[config.mk]
export PLATFORM = sky130hd
export DESIGN_NAME = splat_addr_stage
export DESIGN_NICKNAME = d
export VERILOG_FILES = /design/src/rtl/splat_pkg.sv /design/src/rtl/splat_range_test.sv /design/src/rtl/splat_axis_scale.sv /design/src/rtl/splat_addr_gen.sv /design/src/rtl/splat_frame_count.sv /design/src/rtl/splat_addr_stage.sv
export SDC_FILE = /design/constraint.sdc
export NUM_CORES = 1
export LEC_CHECK = 0
export BUFFER_PORTS_ARGS = -buffer_cell sky130_fd_sc_hd__buf_2
export CAP_MARGIN = 20
export CORE_MARGIN = 5
export CORE_UTILIZATION = 45
export DETAILED_ROUTE_END_ITERATION = 12
export PLACE_DENSITY = 0.83
export SLEW_MARGIN = 20
export SYNTH_ARGS = -nofsm -noshare
export SYNTH_HDL_FRONTEND = slang
export SYNTH_SLANG_ARGS = --single-unit
[constraint.sdc]
create_clock -name clk -period 8.2 [get_ports clk]
set_clock_uncertainty 0.15 [all_clocks]
set_input_delay 0.82 -clock clk [delete_from_list [all_inputs] [get_ports clk]]
set_output_delay 0.82 -clock clk [all_outputs]
set_load 0.03 [all_outputs]
[src/rtl/splat_pkg.sv]
package splat_pkg;
  localparam int DEF_FRAC_W  = 16;
  localparam int DEF_RES_X   = 512;
  localparam int DEF_RES_Y   = 512;
  localparam int DEF_COLOR_W = 16;

  function automatic bit is_pow2(input int v);
    return (v > 0) && ((v & (v - 1)) == 0);
  endfunction
endpackage

[src/rtl/splat_range_test.sv]
module splat_range_test #(
  parameter int FRAC_W = 16
) (
  input  logic [FRAC_W:0] h,
  input  logic [FRAC_W:0] k,
  output logic            in_view
);
  localparam logic [FRAC_W:0] UNIT = (FRAC_W + 1)'(1) << FRAC_W;

  // both operands unsigned, so only the upper bound needs testing
  always_comb in_view = (h <= UNIT) && (k <= UNIT);
endmodule

[src/rtl/splat_axis_scale.sv]
module splat_axis_scale #(
  parameter int FRAC_W = 16,
  parameter int RES    = 512,
  parameter int OUT_W  = 9
) (
  input  logic [FRAC_W:0]  frac_pos,
  output logic [OUT_W-1:0] coord
);
  localparam int RW = $clog2(RES + 1);
  localparam int PW = FRAC_W + 1 + RW;
  localparam int WW = PW - FRAC_W;

  logic [PW-1:0] prod;
  logic [WW-1:0] whole;

  always_comb begin
    prod  = PW'(frac_pos) * PW'(RES);
    whole = prod[PW-1:FRAC_W];
    if (whole >= WW'(RES)) coord = OUT_W'(RES - 1);
    else                   coord = OUT_W'(whole);
  end
endmodule

[src/rtl/splat_addr_gen.sv]
module splat_addr_gen #(
  parameter int RES_X  = 512,
  parameter int XW     = 9,
  parameter int YW     = 9,
  parameter int ADDR_W = 18
) (
  input  logic [XW-1:0]     col,
  input  logic [YW-1:0]     row,
  output logic [ADDR_W-1:0] addr
);
  generate
    if (splat_pkg::is_pow2(RES_X)) begin : g_concat
      always_comb addr = ADDR_W'({row, col});
    end else begin : g_mult
      always_comb addr = ADDR_W'(row) * ADDR_W'(RES_X) + ADDR_W'(col);
    end
  endgenerate
endmodule

[src/rtl/splat_frame_count.sv]
module splat_frame_count #(
  parameter int CNT_W = 19
) (
  input  logic             clk,
  input  logic             rst_n,
  input  logic             take,
  input  logic             hit,
  input  logic             last,
  output logic             done,
  output logic [CNT_W-1:0] rep_written,
  output logic [CNT_W-1:0] rep_dropped
);
  logic [CNT_W-1:0] n_wr, n_dr, n_wr_nxt, n_dr_nxt;

  always_comb begin
    n_wr_nxt = n_wr + CNT_W'(take && hit);
    n_dr_nxt = n_dr + CNT_W'(take && !hit);
  end

  always_ff @(posedge clk or negedge rst_n) begin
    if (!rst_n) begin
      n_wr        <= '0;
      n_dr        <= '0;
      done        <= 1'b0;
      rep_written <= '0;
      rep_dropped <= '0;
    end else begin
      done <= take && last;
      if (take && last) begin
        rep_written <= n_wr_nxt;
        rep_dropped <= n_dr_nxt;
        n_wr        <= '0;
        n_dr        <= '0;
      end else begin
        n_wr <= n_wr_nxt;
        n_dr <= n_dr_nxt;
      end
    end
  end
endmodule

[src/rtl/splat_addr_stage.sv]
module splat_addr_stage #(
  parameter int FRAC_W  = splat_pkg::DEF_FRAC_W,
  parameter int RES_X   = splat_pkg::DEF_RES_X,
  parameter int RES_Y   = splat_pkg::DEF_RES_Y,
  parameter int COLOR_W = splat_pkg::DEF_COLOR_W,
  localparam int ADDR_W = $clog2(RES_X * RES_Y),
  localparam int CNT_W  = $clog2(RES_X * RES_Y + 1)
) (
  input  logic               clk,
  input  logic               rst_n,
  input  logic               pix_valid,
  output logic               pix_ready,
  input  logic [FRAC_W:0]    pix_h,
  input  logic [FRAC_W:0]    pix_k,
  input  logic [COLOR_W-1:0] pix_rgb,
  input  logic               pix_last,
  output logic               wr_valid,
  input  logic               wr_ready,
  output logic [ADDR_W-1:0]  wr_addr,
  output logic [COLOR_W-1:0] wr_data,
  output logic               frame_done,
  output logic [CNT_W-1:0]   frame_written,
  output logic [CNT_W-1:0]   frame_dropped
);
  localparam int XW = $clog2(RES_X);
  localparam int YW = $clog2(RES_Y);

  logic              in_view;
  logic              take;
  logic [XW-1:0]     col;
  logic [YW-1:0]     row;
  logic [ADDR_W-1:0] addr_c;

  splat_range_test #(.FRAC_W(FRAC_W)) u_range (
    .h(pix_h), .k(pix_k), .in_view(in_view)
  );

  splat_axis_scale #(.FRAC_W(FRAC_W), .RES(RES_X), .OUT_W(XW)) u_scale_x (
    .frac_pos(pix_h), .coord(col)
  );

  splat_axis_scale #(.FRAC_W(FRAC_W), .RES(RES_Y), .OUT_W(YW)) u_scale_y (
    .frac_pos(pix_k), .coord(row)
  );

  splat_addr_gen #(.RES_X(RES_X), .XW(XW), .YW(YW), .ADDR_W(ADDR_W)) u_addr (
    .col(col), .row(row), .addr(addr_c)
  );

  // one write slot: the input stalls while it is occupied
  assign pix_ready = !wr_valid;
  assign take      = pix_valid && pix_ready;

  always_ff @(posedge clk or negedge rst_n) begin
    if (!rst_n) begin
      wr_valid <= 1'b0;
      wr_addr  <= '0;
      wr_data  <= '0;
    end else begin
      if (wr_valid && wr_ready) wr_valid <= 1'b0;
      if (take && in_view) begin
        wr_valid <= 1'b1;
        wr_addr  <= addr_c;
        wr_data  <= pix_rgb;
      end
    end
  end

  splat_frame_count #(.CNT_W(CNT_W)) u_count (
    .clk(clk), .rst_n(rst_n), .take(take), .hit(in_view), .last(pix_last),
    .done(frame_done), .rep_written(frame_written), .rep_dropped(frame_dropped)
  );
endmodule

-- Word level (Yosys, flattened, before mapping)
Cells that the tools add are included.
- bits of input ports: 55
- word-level logic and storage cells: 29
- output and inout bits: 75
- register bits: 112
- add/sub/neg operators: 2
- reduce and logical (&&, ||, !) cells: 9
- muxes and demuxes: 6
- order comparisons: 4
- operators by type and width (cell ; number):
    $add 19x1->19 ; 2
    $mux 19 ; 2
    $le 17x17->1 const B ; 2
    $ge 10x10->1 const B ; 2
    $mux 9 ; 2
    $logic_and 1x1->1 ; 6
    $logic_not 1->1 ; 2
    $mux 1 ; 2
    $reduce_bool 2->1 ; 1

-- Longest topological paths before layout
- word-level depth: 6
- mapped depth: 10

-- Hierarchy
A second synthesis with hierarchy kept.
- cells, all modules: 441
- area total of the unflattened synthesis: 5001.0 um2
- by module, submodules not included (module ; times used ; seq. area each (um2) ; cells each ; area each (um2)):
    splat_frame_count ; 1 ; 1926.8 ; 318 ; 3240.6
    splat_addr_stage ; 1 ; 875.8 ; 76 ; 1436.4
    splat_addr_gen ; 1 ; 0.0 ; 18 ; 135.1
    splat_axis_scale ; 2 ; 0.0 ; 9 ; 56.3
    splat_range_test ; 1 ; 0.0 ; 11 ; 76.3

-- Worst setup path after synthesis
OpenSTA, ideal clock, no wires.
- path type: input-to-reg
- start point: in pix_k[3]
- end point: reg u_count.rep_written[18]
- slack: 4643 ps
- library setup time: 82 ps
- buffers on the path: 1
- arrival: 3325 ps
- cell stages on the path: 10
- cell sequence: nor4_1 > a41oi_1 > nor3_4 > buf_4 > ha_1 > ha_1 > nand3_1 > or4_1 > or3_1 > a31oi_1
- cells in the longest elaborated chain, start to end: 4
- ends and longest elaborated chain (element ; line ; source):
    start: declaration ; splat_addr_stage.sv:14 ; input logic [FRAC_W:0] pix_k,
    $le 17x17->1 ; splat_range_test.sv:11 ; always_comb in_view = (h <= UNIT) && (k <= UNIT);
    $logic_and 1x1->1 ; splat_range_test.sv:11 ;
    $logic_and 1x1->1 ; splat_frame_count.sv:16 ; n_wr_nxt = n_wr + CNT_W'(take && hit);
    $add 19x1->19 ; splat_frame_count.sv:16 ;
    end signal: assignment ; splat_frame_count.sv:30 ; rep_written <= n_wr_nxt;
    end: declaration ; splat_frame_count.sv:10 ; output logic [CNT_W-1:0] rep_written,
Every way passes these cells.
A chain may end at the register's enable or synchronous reset.

-- Worst setup path in the final report
- start point: in pix_k[0]
- end point: reg u_count.rep_written[18]
Same word-level chain as after synthesis.

==> out/qor.txt <==
Clock root buffer: clkbuf_8
CTS H-tree depth: 3
RSZ-0062 raised after global routing: no
Sinks on Clock Net: 112
Resized Gates After CTS: 0
Share of cells above drive strength 1: 29.4%
Ranking of synthesized cells by area: dfrtp_1 61%, nand2_1 3.9%, o21ai_0 3.5%
Crit-path slowest cell: or4_1
Number of port buffers: 129
Top-area cell type share of the netlist area: 60.9%
Cell variety after synth: 35
Pre-CTS setup slack: 4.54 ns
# rows: 37
Antenna Nets Post-Route: 0
Post-synthesis sequential area ratio: 60.9%
Status: completed
# diodes: 0
CTS tree: yes
Skew-Pair Late Insertion Delay: 0.37 ns
R2R Path Start: wr_valid$_DFFE_PN0P_
Cell Chain, Critical Path: buf_2 > nor4_1 > a41oi_1 > nor3_4 > ha_1 > ha_1 > nand3_1 > or4_1 > or3_1 > a31oi_1
Worst path most repeated cell: ha_1
Sum Neg Setup Slack: 0 ns
Final Max Slew Viols: 0
Vias/cell: 5.18
Crit-path max cell delay: 0.46 ns
Initial DRC count: 143
Synth area leader: dfrtp_1
Count leader, synth: dfrtp_1
Rel. slew slack: 42.8%
Grt ovf: 0
Main synth FF type: dfrtp_1
Drt wl/cell: 14.9 um
Largest net degree at the start of global routing: 70
Vias in the first global route: 3,609
DIE WIDTH: 111 um
CTS max path bufs: 2
Max IR drop VDD: 108 uV
FF-to-FF setup slack: 5.47 ns
Overall routing resource usage: 16.8%
Num CTS Buffers: 9
Fill count: 930
Final Cycle Share: 39.9%
Worst reg2reg path depth: 9
Pwr dens: 231 mW/mm2
Final Hold Viols: 0
I/O pin count: 130
Worst-Margin Slew: 0.856 ns
Max cap viols: 0
Worst setup margin: 4.93 ns
Clock Pin Slew Worst Setup and Hold Paths: 0.11 ns
Final wirelength: 10.0 mm
Worst path required time: 8.34 ns
Mapped Area: 0.00460 mm2
HPWL Detailed: 7.37 mm
Fin crit period: 3.27 ns
Routed via count: 3,489
LEAKAGE: 0.00267 uW
Core ar.: 0.0101 mm2
Fin nets: 592
Initial antenna violation count: 0
Die H: 111 um
CP Launch Type: primary input
CP endpoint kind: flop
CP arrival: 3.41 ns
Post-synth ARST share: 100%
Syn Inst Count: 410
Tot Pwr: 1290 uW
#FFs+latches synth: 112
Cts hold-fix bufs: 0
Number of enable flip-flop cells after synthesis: 0
Critical path type: primary input to flop
Fmax: 0.306 GHz
Drc violations: 0
Synth Net Count: 469
Post-CTS Setup Bufs: 0
Syn_area_per_cell: 11.2 um2
Die area: 0.0123 mm2
Crit Path Max Fanout: 6
First-pass GRT wire length: 17.2 mm
Top cells by count, synth: 112 x dfrtp_1, 48 x nand2_1, 38 x nor2_1
Worst hold slack: 0.279 ns
Reg-to-Reg End: u_count.rep_written[18]$_DFFE_PN0P_
Worst min-delay path category: primary input to asynchronous set/reset pin
Final GP Congestion: 0.847
TritonRoute pass-1 iters: 5
Area Growth Syn to Fin: 21.2%
Final core occ: 55.0%
Synthesis Warnings: 0
Final setup vio count: 0
Starting Density: 45.4%
## state kept, by name, indices dropped and copies added, names as in the netlist
register             flops
wr_valid                 1
wr_data                 16
wr_addr                 18
u_count.done             1
u_count.rep_dropped     19
u_count.n_dr            19
u_count.rep_written     19
u_count.n_wr            19
## critical path: cells and delay by family
kind / cells / cell delay [ns]
adders and majority gates: 2 / 0.46
and+or+nand+nor: 5 / 1.62
AOI/OAI and AO/OA: 2 / 0.43
buffers and inverters: 1 / 0.10
## placed cells by master, fill, tap and decap left out, types with 9 or more instances in the layout
cell,instances
nor2_1,38
nand3_1,13
clkbuf_8,10
xnor2_1,15
mux2_1,10
dfrtp_1,112
o21ai_0,32
nand2_1,48
buf_2,128
o22a_1,18
or3_1,9
nand4_1,10
xor2_1,12
nor4_1,12
## metal layers
metal | vias up | global-route usage, % | wire length (um)
met2 | 75 | 28.6 | 5190
met5 | - | 0 | 0
li1 | 1691 | - | -
met1 | 1706 | 20.8 | 4230
met3 | 17 | 3.44 | 429
met4 | 0 | 7.22 | 192
## worst max path at each step
| stage | startpoint | end | depth (start not counted) |
|---|---|---|---|
| final | pix_k[0] | u_count.rep_written[18]$_DFFE_PN0P_ | 10 |
| after detailed placement | pix_k[8] | u_count.rep_written[18]$_DFFE_PN0P_ | 10 |
| after floorplan | pix_k[3] | u_count.rep_written[18]$_DFFE_PN0P_ | 10 |
| after global placement | pix_k[8] | u_count.rep_written[18]$_DFFE_PN0P_ | 10 |
| after CTS | pix_k[8] | u_count.rep_written[18]$_DFFE_PN0P_ | 10 |
| after global routing | pix_k[0] | u_count.rep_written[18]$_DFFE_PN0P_ | 10 |
## cell families (layout without fill, tap and decap cells)
logic type / after synthesis / after routing / synth area share, %
AOI/OAI and AO/OA: 69 / 69 / 9.49
xor gates and xnor gates: 27 / 27 / 5.14
adders and majority gates: 4 / 4 / 1.09
buffers and inverters: 28 / 156 / 2.66
DFF: 112 / 112 / 60.9
muxes: 16 / 16 / 3.92
and+or+nand+nor: 154 / 154 / 16.8
## where the power goes
part | internal, uW | switching, uW
Clock | 180 | 180
Combinational | 91.0 | 191
Sequential | 613 | 32.2
Total | 884 | 403
## through the flow
step / instance area (um2) / instances
4_1_cts: 5580 / 674
6_report: 5580 / 674
2_1_floorplan: 4600 / 410
3_5_place_dp: 5360 / 658
3_3_place_gp: 5360 / 658
5_1_grt: 5580 / 674
## final cells by class
class	instances	area [um2]	share of cell area [%]
clock buffers	11	141	2.54
clock inverters	5	80.1	1.44
inverters	8	30.0	0.538
multi-input cells	270	1680	30.2
flip-flops and latches	112	2800	50.3
well taps	136	170	3.05
repair buffers	132	671	12.0
Power figures use the tool's default switching activity.
